<file path="config.mk">
export PLATFORM = sky130hd
export DESIGN_NAME = mdio_page_bridge
export DESIGN_NICKNAME = d
export VERILOG_FILES = /design/src/rtl/mdio_bridge_pkg.sv /design/src/rtl/mdio_pin_sync.sv /design/src/rtl/mdio_frame_engine.sv /design/src/rtl/mdio_reg_port.sv /design/src/rtl/mdio_page_bridge.sv
export SDC_FILE = /design/constraint.sdc
export NUM_CORES = 1
export LEC_CHECK = 0
export CORE_MARGIN = 2
export CORE_UTILIZATION = 55
export CTS_CLUSTER_DIAMETER = 40
export DETAILED_ROUTE_END_ITERATION = 8
export HOLD_SLACK_MARGIN = 0.08
export MAX_ROUTING_LAYER = met4
export PLACE_DENSITY = 0.79
export SYNTH_ARGS = -nofsm -noshare
export SYNTH_HDL_FRONTEND = slang
export SYNTH_SLANG_ARGS = --single-unit
</file>
<file path="constraint.sdc">
create_clock -name clk -period 7.97 [get_ports clk]
set_input_delay 1.594 -clock clk [delete_from_list [all_inputs] [get_ports clk]]
set_output_delay 1.594 -clock clk [all_outputs]
set_load 0.1 [all_outputs]
</file>
<file path="src/rtl/mdio_bridge_pkg.sv">
package mdio_bridge_pkg;

  typedef enum logic [1:0] {
    AM_BYPASS = 2'd0,
    AM_RSVD   = 2'd1,
    AM_REG    = 2'd2,
    AM_PAGE   = 2'd3
  } acc_mode_e;

  typedef enum logic [1:0] {
    FS_PRE,
    FS_HDR,
    FS_TA,
    FS_DATA
  } frm_state_e;

  localparam logic [1:0] OP_RD = 2'b10;
  localparam logic [1:0] OP_WR = 2'b01;

  // start bit 2, opcode, 5-bit PHY address, 5-bit register
  localparam int HDR_BITS = 13;

  typedef struct packed {
    logic      rd;
    acc_mode_e mode;
    logic [2:0] sub;
    logic [4:0] reg_a;
  } frm_hdr_t;

endpackage

</file>
<file path="src/rtl/mdio_pin_sync.sv">
module mdio_pin_sync #(
  parameter int STAGES = 2
) (
  input  logic clk,
  input  logic rst_n,
  input  logic mdc,
  input  logic mdio_i,
  output logic bit_stb,
  output logic bit_val
);
  logic [STAGES:0]   mdc_q;
  logic [STAGES-1:0] dat_q;

  always_ff @(posedge clk or negedge rst_n) begin
    if (!rst_n) begin
      mdc_q <= '0;
      dat_q <= '0;
    end else begin
      mdc_q <= {mdc_q[STAGES-1:0], mdc};
      dat_q <= {dat_q[STAGES-2 >= 0 ? STAGES-2 : 0:0], mdio_i};
    end
  end

  assign bit_stb = mdc_q[STAGES-1] & ~mdc_q[STAGES];
  assign bit_val = dat_q[STAGES-1];

endmodule

</file>
<file path="src/rtl/mdio_frame_engine.sv">
module mdio_frame_engine
  import mdio_bridge_pkg::*;
#(
  parameter int PRE_LEN = 32,
  parameter int DATA_W  = 16
) (
  input  logic              clk,
  input  logic              rst_n,
  input  logic              bit_stb,
  input  logic              bit_val,
  input  logic [DATA_W-1:0] tx_half,
  output logic              hdr_stb,
  output frm_hdr_t          hdr,
  output logic              dat_stb,
  output logic [DATA_W-1:0] dat,
  output logic              in_body,
  output logic              mdio_o,
  output logic              mdio_oe
);
  localparam int ONE_W   = $clog2(PRE_LEN + 1);
  localparam int CNT_MAX = (HDR_BITS > DATA_W) ? HDR_BITS : DATA_W;
  localparam int CNT_W   = $clog2(CNT_MAX);
  localparam logic [ONE_W-1:0] ONE_SAT = ONE_W'(PRE_LEN);

  frm_state_e        st_q, st_n;
  logic [ONE_W-1:0]  ones_q, ones_n;
  logic [CNT_W-1:0]  cnt_q, cnt_n;
  logic [DATA_W-1:0] sh_q, sh_n;
  logic [DATA_W-1:0] tx_q, tx_n;
  logic [DATA_W-1:0] dat_q, dat_n;
  frm_hdr_t          hdr_q, hdr_n;
  logic              drv_q, drv_n;
  logic              oe_q, oe_n;
  logic              o_q, o_n;
  logic              hstb_q, hstb_n;
  logic              dstb_q, dstb_n;
  logic [HDR_BITS-1:0] hbits;
  logic [1:0]        h_op;
  logic              h_ok;

  always_comb begin
    hbits = {sh_q[HDR_BITS-2:0], bit_val};
    h_op  = hbits[11:10];
    h_ok  = hbits[HDR_BITS-1] && ((h_op == OP_RD) || (h_op == OP_WR));

    st_n   = st_q;
    ones_n = ones_q;
    cnt_n  = cnt_q;
    sh_n   = sh_q;
    tx_n   = tx_q;
    dat_n  = dat_q;
    hdr_n  = hdr_q;
    drv_n  = drv_q;
    oe_n   = oe_q;
    o_n    = o_q;
    hstb_n = 1'b0;
    dstb_n = 1'b0;

    if (bit_stb) begin
      unique case (st_q)
        FS_PRE: begin
          if (bit_val) begin
            if (ones_q != ONE_SAT) ones_n = ones_q + 1'b1;
          end else begin
            if (ones_q == ONE_SAT) begin
              st_n  = FS_HDR;
              cnt_n = '0;
            end
            ones_n = '0;
          end
        end
        FS_HDR: begin
          sh_n  = {sh_q[DATA_W-2:0], bit_val};
          cnt_n = cnt_q + 1'b1;
          if (cnt_q == CNT_W'(HDR_BITS - 1)) begin
            cnt_n = '0;
            if (h_ok) begin
              st_n        = FS_TA;
              hstb_n      = 1'b1;
              hdr_n.rd    = (h_op == OP_RD);
              hdr_n.mode  = acc_mode_e'(hbits[9:8]);
              hdr_n.sub   = hbits[7:5];
              hdr_n.reg_a = hbits[4:0];
              drv_n       = (h_op == OP_RD) && (acc_mode_e'(hbits[9:8]) == AM_REG);
            end else begin
              st_n = FS_PRE;
            end
          end
        end
        FS_TA: begin
          cnt_n = cnt_q + 1'b1;
          if (cnt_q == '0) begin
            // second turnaround bit: bridge drives zero on a register read
            oe_n = drv_q;
            o_n  = 1'b0;
          end else begin
            st_n  = FS_DATA;
            cnt_n = '0;
            o_n   = tx_half[DATA_W-1];
            tx_n  = {tx_half[DATA_W-2:0], 1'b0};
          end
        end
        FS_DATA: begin
          sh_n  = {sh_q[DATA_W-2:0], bit_val};
          cnt_n = cnt_q + 1'b1;
          o_n   = tx_q[DATA_W-1];
          tx_n  = {tx_q[DATA_W-2:0], 1'b0};
          if (cnt_q == CNT_W'(DATA_W - 1)) begin
            oe_n   = 1'b0;
            st_n   = FS_PRE;
            ones_n = '0;
            cnt_n  = '0;
            dat_n  = {sh_q[DATA_W-2:0], bit_val};
            dstb_n = !hdr_q.rd;
          end
        end
        default: st_n = FS_PRE;
      endcase
    end
  end

  always_ff @(posedge clk or negedge rst_n) begin
    if (!rst_n) begin
      st_q   <= FS_PRE;
      ones_q <= '0;
      cnt_q  <= '0;
      sh_q   <= '0;
      tx_q   <= '0;
      dat_q  <= '0;
      hdr_q  <= '0;
      drv_q  <= 1'b0;
      oe_q   <= 1'b0;
      o_q    <= 1'b0;
      hstb_q <= 1'b0;
      dstb_q <= 1'b0;
    end else begin
      st_q   <= st_n;
      ones_q <= ones_n;
      cnt_q  <= cnt_n;
      sh_q   <= sh_n;
      tx_q   <= tx_n;
      dat_q  <= dat_n;
      hdr_q  <= hdr_n;
      drv_q  <= drv_n;
      oe_q   <= oe_n;
      o_q    <= o_n;
      hstb_q <= hstb_n;
      dstb_q <= dstb_n;
    end
  end

  assign hdr_stb = hstb_q;
  assign hdr     = hdr_q;
  assign dat_stb = dstb_q;
  assign dat     = dat_q;
  assign in_body = (st_q == FS_TA) || (st_q == FS_DATA);
  assign mdio_o  = o_q;
  assign mdio_oe = oe_q;

  // the line is only driven in turnaround or data of a register read
  a_r8_oe_in_body: assert property (@(posedge clk) disable iff (!rst_n)
    oe_q |-> ((st_q == FS_TA) || (st_q == FS_DATA)));
  a_r8_oe_reg_read: assert property (@(posedge clk) disable iff (!rst_n)
    oe_q |-> (hdr_q.rd && (hdr_q.mode == AM_REG)));
  // header strobe marks one accepted frame
  a_r1_hdr_pulse: assert property (@(posedge clk) disable iff (!rst_n)
    hstb_q |=> !hstb_q);

endmodule

</file>
<file path="src/rtl/mdio_reg_port.sv">
module mdio_reg_port
  import mdio_bridge_pkg::*;
#(
  parameter int PAGE_W = 10,
  parameter int DATA_W = 16
) (
  input  logic                clk,
  input  logic                rst_n,
  input  logic                hdr_stb,
  input  frm_hdr_t            hdr,
  input  logic                dat_stb,
  input  logic [DATA_W-1:0]   dat,
  input  logic [2*DATA_W-1:0] bus_rdata,
  output logic [DATA_W-1:0]   tx_half,
  output logic [PAGE_W+8:0]   bus_addr,
  output logic [2*DATA_W-1:0] bus_wdata,
  output logic                bus_wr,
  output logic                bus_rd
);
  localparam int ADDR_W = PAGE_W + 9;
  localparam int WORD_W = 2 * DATA_W;

  logic [PAGE_W-1:0] page_q, page_n;
  logic [DATA_W-1:0] stage_q, stage_n;
  logic [DATA_W-1:0] hold_q, hold_n;
  logic [DATA_W-1:0] tx_q, tx_n;
  logic [ADDR_W-1:0] addr_q, addr_n;
  logic [WORD_W-1:0] wd_q, wd_n;
  logic              wr_q, wr_n;
  logic              rd_q, rd_n;
  logic              pend_q, pend_n;
  logic [ADDR_W-1:0] word_a;

  always_comb begin
    word_a  = {page_q, hdr.sub, hdr.reg_a[4:1], 2'b00};
    page_n  = page_q;
    stage_n = stage_q;
    hold_n  = hold_q;
    tx_n    = tx_q;
    addr_n  = addr_q;
    wd_n    = wd_q;
    wr_n    = 1'b0;
    rd_n    = 1'b0;
    pend_n  = rd_q;

    if (pend_q) begin
      tx_n   = bus_rdata[DATA_W-1:0];
      hold_n = bus_rdata[WORD_W-1:DATA_W];
    end

    if (hdr_stb && hdr.rd && (hdr.mode == AM_REG)) begin
      if (!hdr.reg_a[0]) begin
        rd_n   = 1'b1;
        addr_n = word_a;
      end else begin
        tx_n = hold_q;
      end
    end

    if (dat_stb) begin
      unique case (hdr.mode)
        AM_PAGE: page_n = dat[PAGE_W-1:0];
        AM_REG: begin
          if (!hdr.reg_a[0]) begin
            stage_n = dat;
          end else begin
            wr_n   = 1'b1;
            addr_n = word_a;
            wd_n   = {dat, stage_q};
          end
        end
        default: ;
      endcase
    end
  end

  always_ff @(posedge clk or negedge rst_n) begin
    if (!rst_n) begin
      page_q  <= '0;
      stage_q <= '0;
      hold_q  <= '0;
      tx_q    <= '0;
      addr_q  <= '0;
      wd_q    <= '0;
      wr_q    <= 1'b0;
      rd_q    <= 1'b0;
      pend_q  <= 1'b0;
    end else begin
      page_q  <= page_n;
      stage_q <= stage_n;
      hold_q  <= hold_n;
      tx_q    <= tx_n;
      addr_q  <= addr_n;
      wd_q    <= wd_n;
      wr_q    <= wr_n;
      rd_q    <= rd_n;
      pend_q  <= pend_n;
    end
  end

  assign tx_half   = tx_q;
  assign bus_addr  = addr_q;
  assign bus_wdata = wd_q;
  assign bus_wr    = wr_q;
  assign bus_rd    = rd_q;

  // strobes are exclusive single-cycle pulses
  a_r11_excl: assert property (@(posedge clk) disable iff (!rst_n)
    !(wr_q && rd_q));
  a_r11_wr_pulse: assert property (@(posedge clk) disable iff (!rst_n)
    wr_q |=> !wr_q);
  a_r11_rd_pulse: assert property (@(posedge clk) disable iff (!rst_n)
    rd_q |=> !rd_q);
  // a high-half read is served without a bus cycle
  a_r7_hi_no_fetch: assert property (@(posedge clk) disable iff (!rst_n)
    (hdr_stb && hdr.rd && (hdr.mode == AM_REG) && hdr.reg_a[0]) |=> !rd_q);

endmodule

</file>
<file path="src/rtl/mdio_page_bridge.sv">
module mdio_page_bridge
  import mdio_bridge_pkg::*;
#(
  parameter int PAGE_W      = 10,
  parameter int PRE_LEN     = 32,
  parameter int SYNC_STAGES = 2,
  parameter int DATA_W      = 16
) (
  input  logic                  clk,
  input  logic                  rst_n,
  input  logic                  mdc,
  input  logic                  mdio_i,
  output logic                  mdio_o,
  output logic                  mdio_oe,
  output logic                  pass_act,
  output logic [2:0]            pass_phy,
  output logic [PAGE_W+8:0]     bus_addr,
  output logic [2*DATA_W-1:0]   bus_wdata,
  output logic                  bus_wr,
  output logic                  bus_rd,
  input  logic [2*DATA_W-1:0]   bus_rdata
);
  logic [1:0]        rs_q;
  logic              rst_ni;
  logic              bit_stb, bit_val;
  logic              hdr_stb, dat_stb, in_body;
  frm_hdr_t          hdr;
  logic [DATA_W-1:0] dat, tx_half;

  // asynchronous assertion, synchronous release
  always_ff @(posedge clk or negedge rst_n) begin
    if (!rst_n) rs_q <= 2'b00;
    else        rs_q <= {rs_q[0], 1'b1};
  end
  assign rst_ni = rs_q[1];

  mdio_pin_sync #(.STAGES(SYNC_STAGES)) u_sync (
    .clk     (clk),
    .rst_n   (rst_ni),
    .mdc     (mdc),
    .mdio_i  (mdio_i),
    .bit_stb (bit_stb),
    .bit_val (bit_val)
  );

  mdio_frame_engine #(.PRE_LEN(PRE_LEN), .DATA_W(DATA_W)) u_frame (
    .clk     (clk),
    .rst_n   (rst_ni),
    .bit_stb (bit_stb),
    .bit_val (bit_val),
    .tx_half (tx_half),
    .hdr_stb (hdr_stb),
    .hdr     (hdr),
    .dat_stb (dat_stb),
    .dat     (dat),
    .in_body (in_body),
    .mdio_o  (mdio_o),
    .mdio_oe (mdio_oe)
  );

  mdio_reg_port #(.PAGE_W(PAGE_W), .DATA_W(DATA_W)) u_port (
    .clk       (clk),
    .rst_n     (rst_ni),
    .hdr_stb   (hdr_stb),
    .hdr       (hdr),
    .dat_stb   (dat_stb),
    .dat       (dat),
    .bus_rdata (bus_rdata),
    .tx_half   (tx_half),
    .bus_addr  (bus_addr),
    .bus_wdata (bus_wdata),
    .bus_wr    (bus_wr),
    .bus_rd    (bus_rd)
  );

  assign pass_act = in_body && (hdr.mode == AM_BYPASS);
  assign pass_phy = hdr.sub;

  // a pass-through frame leaves both MDIO and the bus alone
  a_r9_pass_quiet: assert property (@(posedge clk) disable iff (!rst_ni)
    pass_act |-> (!mdio_oe && !bus_wr && !bus_rd));
  // nothing is driven while reset is held
  a_r10_reset_idle: assert property (@(posedge clk)
    !rst_ni |=> (!mdio_oe && !bus_wr && !bus_rd));

endmodule

</file>
==> impl_results.md <==
- Sum Neg Setup Slack: 0 ns
- Core Region: 13800 µm²
- Leakage: 4.40 nW
- CTS Hold Bufs: 0
- Ant diodes: 0
- Post_cts resized: 0
- Root buf cell: clkbuf_16
- Ports: 95
- Clock Path Buffers: 2
- Die Area: 15100 µm²
- Synthesized flop and latch total: 193
- DR vias: 4628
- Number of setup buffers added after CTS: 0
- Yosys Warn Count: 0
- Clk slew on worst S/H paths: 0.06 ns
- Overall die height: 123 µm
- Drt pass-1 iters: 4
- Top-area cell type share of the netlist area: 62.1%
- Worst skew pair latency: 0.43 ns
- Chip Width: 123 µm
- Sequential share of the synthesized area: 62.1%
- GRT Overall Usage: 21.4%
- WL/cell: 17.1 µm
- CP required: 6.38 ns
- Final nets: 688
- Most used DFF post-synth: dfrtp_1
- Final wirelength: 14300 µm
- Initial antenna violation count: 0
- Highest clock rate: 0.243 GHz
- Largest net degree at the start of global routing: 91
- Flop-to-flop setup slack: 5.80 ns
- RSZ-0062 raised after global routing: false
- Min-Delay Path Class: flip-flop to async pin
- Setup Viol. Count Final: 0
- Worst r2r path cells: 4
- Area leader, netlist: dfrtp_1
- I/O Buffers: 94
- Core Util, Final: 68.1%
- Ys async rst share: 100%
- Post-route ant nets: 0
- Max FO, Critical Path: 13
- Synth unique cells: 49
- Hold Violations, Final: 0
- Post-Syn Nets: 597
- Top-count cell post-synth: dfrtp_1
- Met3 Usage GRT: 3.95%
- Status: finished, final reports clean
- Max-slew headroom at the worst pin: 23.0%
- H-tree Lvls: 4
- Max_cap viols: 0
- Critical path capture point type: output pin
- Leading cell types by count after synthesis: dfrtp_1 (193), mux2_2 (123), mux2i_1 (31), nand2_1 (28), o21ai_0 (28)
- Clock sink count: 193
- Wire length of the first global-routing pass: 24100 µm
- EDFF count, synth: 0
- Dpl hpwl: 9660 µm
- Setup crit start kind: flip-flop
- Initial Util: 56.2%
- Met1 usage: 25.9%
- Tcrit/Tclk final: 51.5%
- Reg-to-reg endpoint: u_frame.hdr[4]
- Layout cells sized above 1: 26.3%
- Final Slew Violations: 0
- PwrDens: 201 nW/µm²
- Post-synthesis area per instance: 14.0 µm²
- Syn-to-layout area delta: 21.1%
- Met2 usage: 35.9%
- DRC violation count after routing: 0
- Maximum VDD drop: 124 µV
- Worst Tran Pin Value: 1.15 ns
- CTS tree: done
- Clk_skew: 0.00740 ns
- Worst r2r src: u_sync.mdc_q[1]
- Gr busiest metal: met2
- Synthesized area: 7770 µm²
- Mapped Cells: 556
- CP Class: flip-flop to output pin
- Total congestion overflow: 0
- Via-to-Cell Ratio: 5.52
- Arr. time, crit path: 2.51 ns
- GP Congestion: 0.809
- Area contributors post-synth: dfrtp_1 (62%), mux2_2 (18%), mux2i_1 (4.0%)
- Core Rows: 43
- Vias in the first global route: 4843
- TritonCTS buffer count: 17
- Initial DRC count: 358
- Final Critical Period: 4.11 ns
cells by family after synthesis:
kind of cell	Yosys count	synth area share [%]
and+or+nand+nor	89	5.89
muxes	162	23.4
DFF	193	62.1
buffers and inverters	44	2.90
xor gates and xnor gates	2	0.225
other	1	0.0482
adders and majority gates	5	0.805
AOI/OAI and AO/OA	60	4.64
power by group:
group          total (mW)  internal (mW)  switching (mW)
sequential          0.995          0.986         0.00886
combinational      0.0481         0.0227          0.0254
clock               0.844          0.496           0.349
sequential cells by signal (all words and copies together) (netlist names), 2 cells and up, named ones only:
name and cells:
rs_q 2, u_frame.cnt_q 4, u_frame.dat 16, u_frame.sh_q 15
u_port.tx_half 16, u_sync.dat_q 2, u_frame.hdr 11, u_sync.mdc_q 3
u_port.stage_q 16, u_port.page_q 10, u_port.bus_addr 19, u_port.bus_wdata 32
u_port.hold_q 16, u_frame.tx_q 15, u_frame.ones_q 6
per-stage QoR:
| stage | hold slack (ns) | cell area (µm²) | cells | total power, mW | worst slack [ns] |
|---|---|---|---|---|---|
| finish | 0.201 | 9410 | 839 | 1.89 | 3.86 |
| global route | 0.224 | 9410 | 839 | 1.95 | 3.82 |
| CTS | 0.208 | 9410 | 839 | 1.91 | 3.86 |
| detailed placement | 0.211 | 8820 | 808 | 1.06 | 4.33 |
| global placement | 0.201 | 8820 | 808 | 1.06 | 4.36 |
| floorplan | 0.331 | 7770 | 556 | 1.03 | 2.19 |
per-layer routing:
metal | vias to the layer above | routed length (µm)
met3 | 17 | 478
met5 | - | 0
met1 | 2372 | 6110
met4 | 0 | 193
met2 | 101 | 7570
li1 | 2138 | -
critical path, stage by stage, from the launching register on:
cell	delay [ns]
dfrtp_1	0.55
nor3b_1	0.34
clkdlybuf4s50_1	1.20
layout by cell type, fill, tap and decap left out, types with 8 or more instances in the layout:
cell             synthesis  layout
mux2_2                 123     123
mux2_4                   8       8
mux2i_1                 31      31
clkdlybuf4s50_1          0      94
inv_1                   17      17
clkbuf_16                0      17
o21ai_0                 28      28
nand2_1                 28      28
nor2_1                  25      24
a21oi_1                 15      15
dfrtp_1                193     192
cell type report:
| class | count | area (µm²) |
|---|---|---|
| Tap cell | 180 | 225 |
| Clock inverter | 7 | 97.6 |
| Sequential cell | 193 | 4830 |
| Timing Repair Buffer | 99 | 978 |
| Fill cell | 940 | 4420 |
| Clock buffer | 24 | 492 |
| Inverter | 17 | 63.8 |
| Multi-Input combinational cell | 319 | 2720 |
how the worst max path moves through the flow:
stage               from   endpoint  slack (ns)
6_report       flip-flop   pass_act        3.86
5_1_grt        flip-flop   pass_act        3.82
4_1_cts        flip-flop   pass_act        3.86
3_5_place_dp   flip-flop   pass_act        4.33
3_3_place_gp   flip-flop   pass_act        4.36
2_1_floorplan    rs_q[1]  async pin        2.19
No activity file was read; power rests on OpenSTA's default activity.
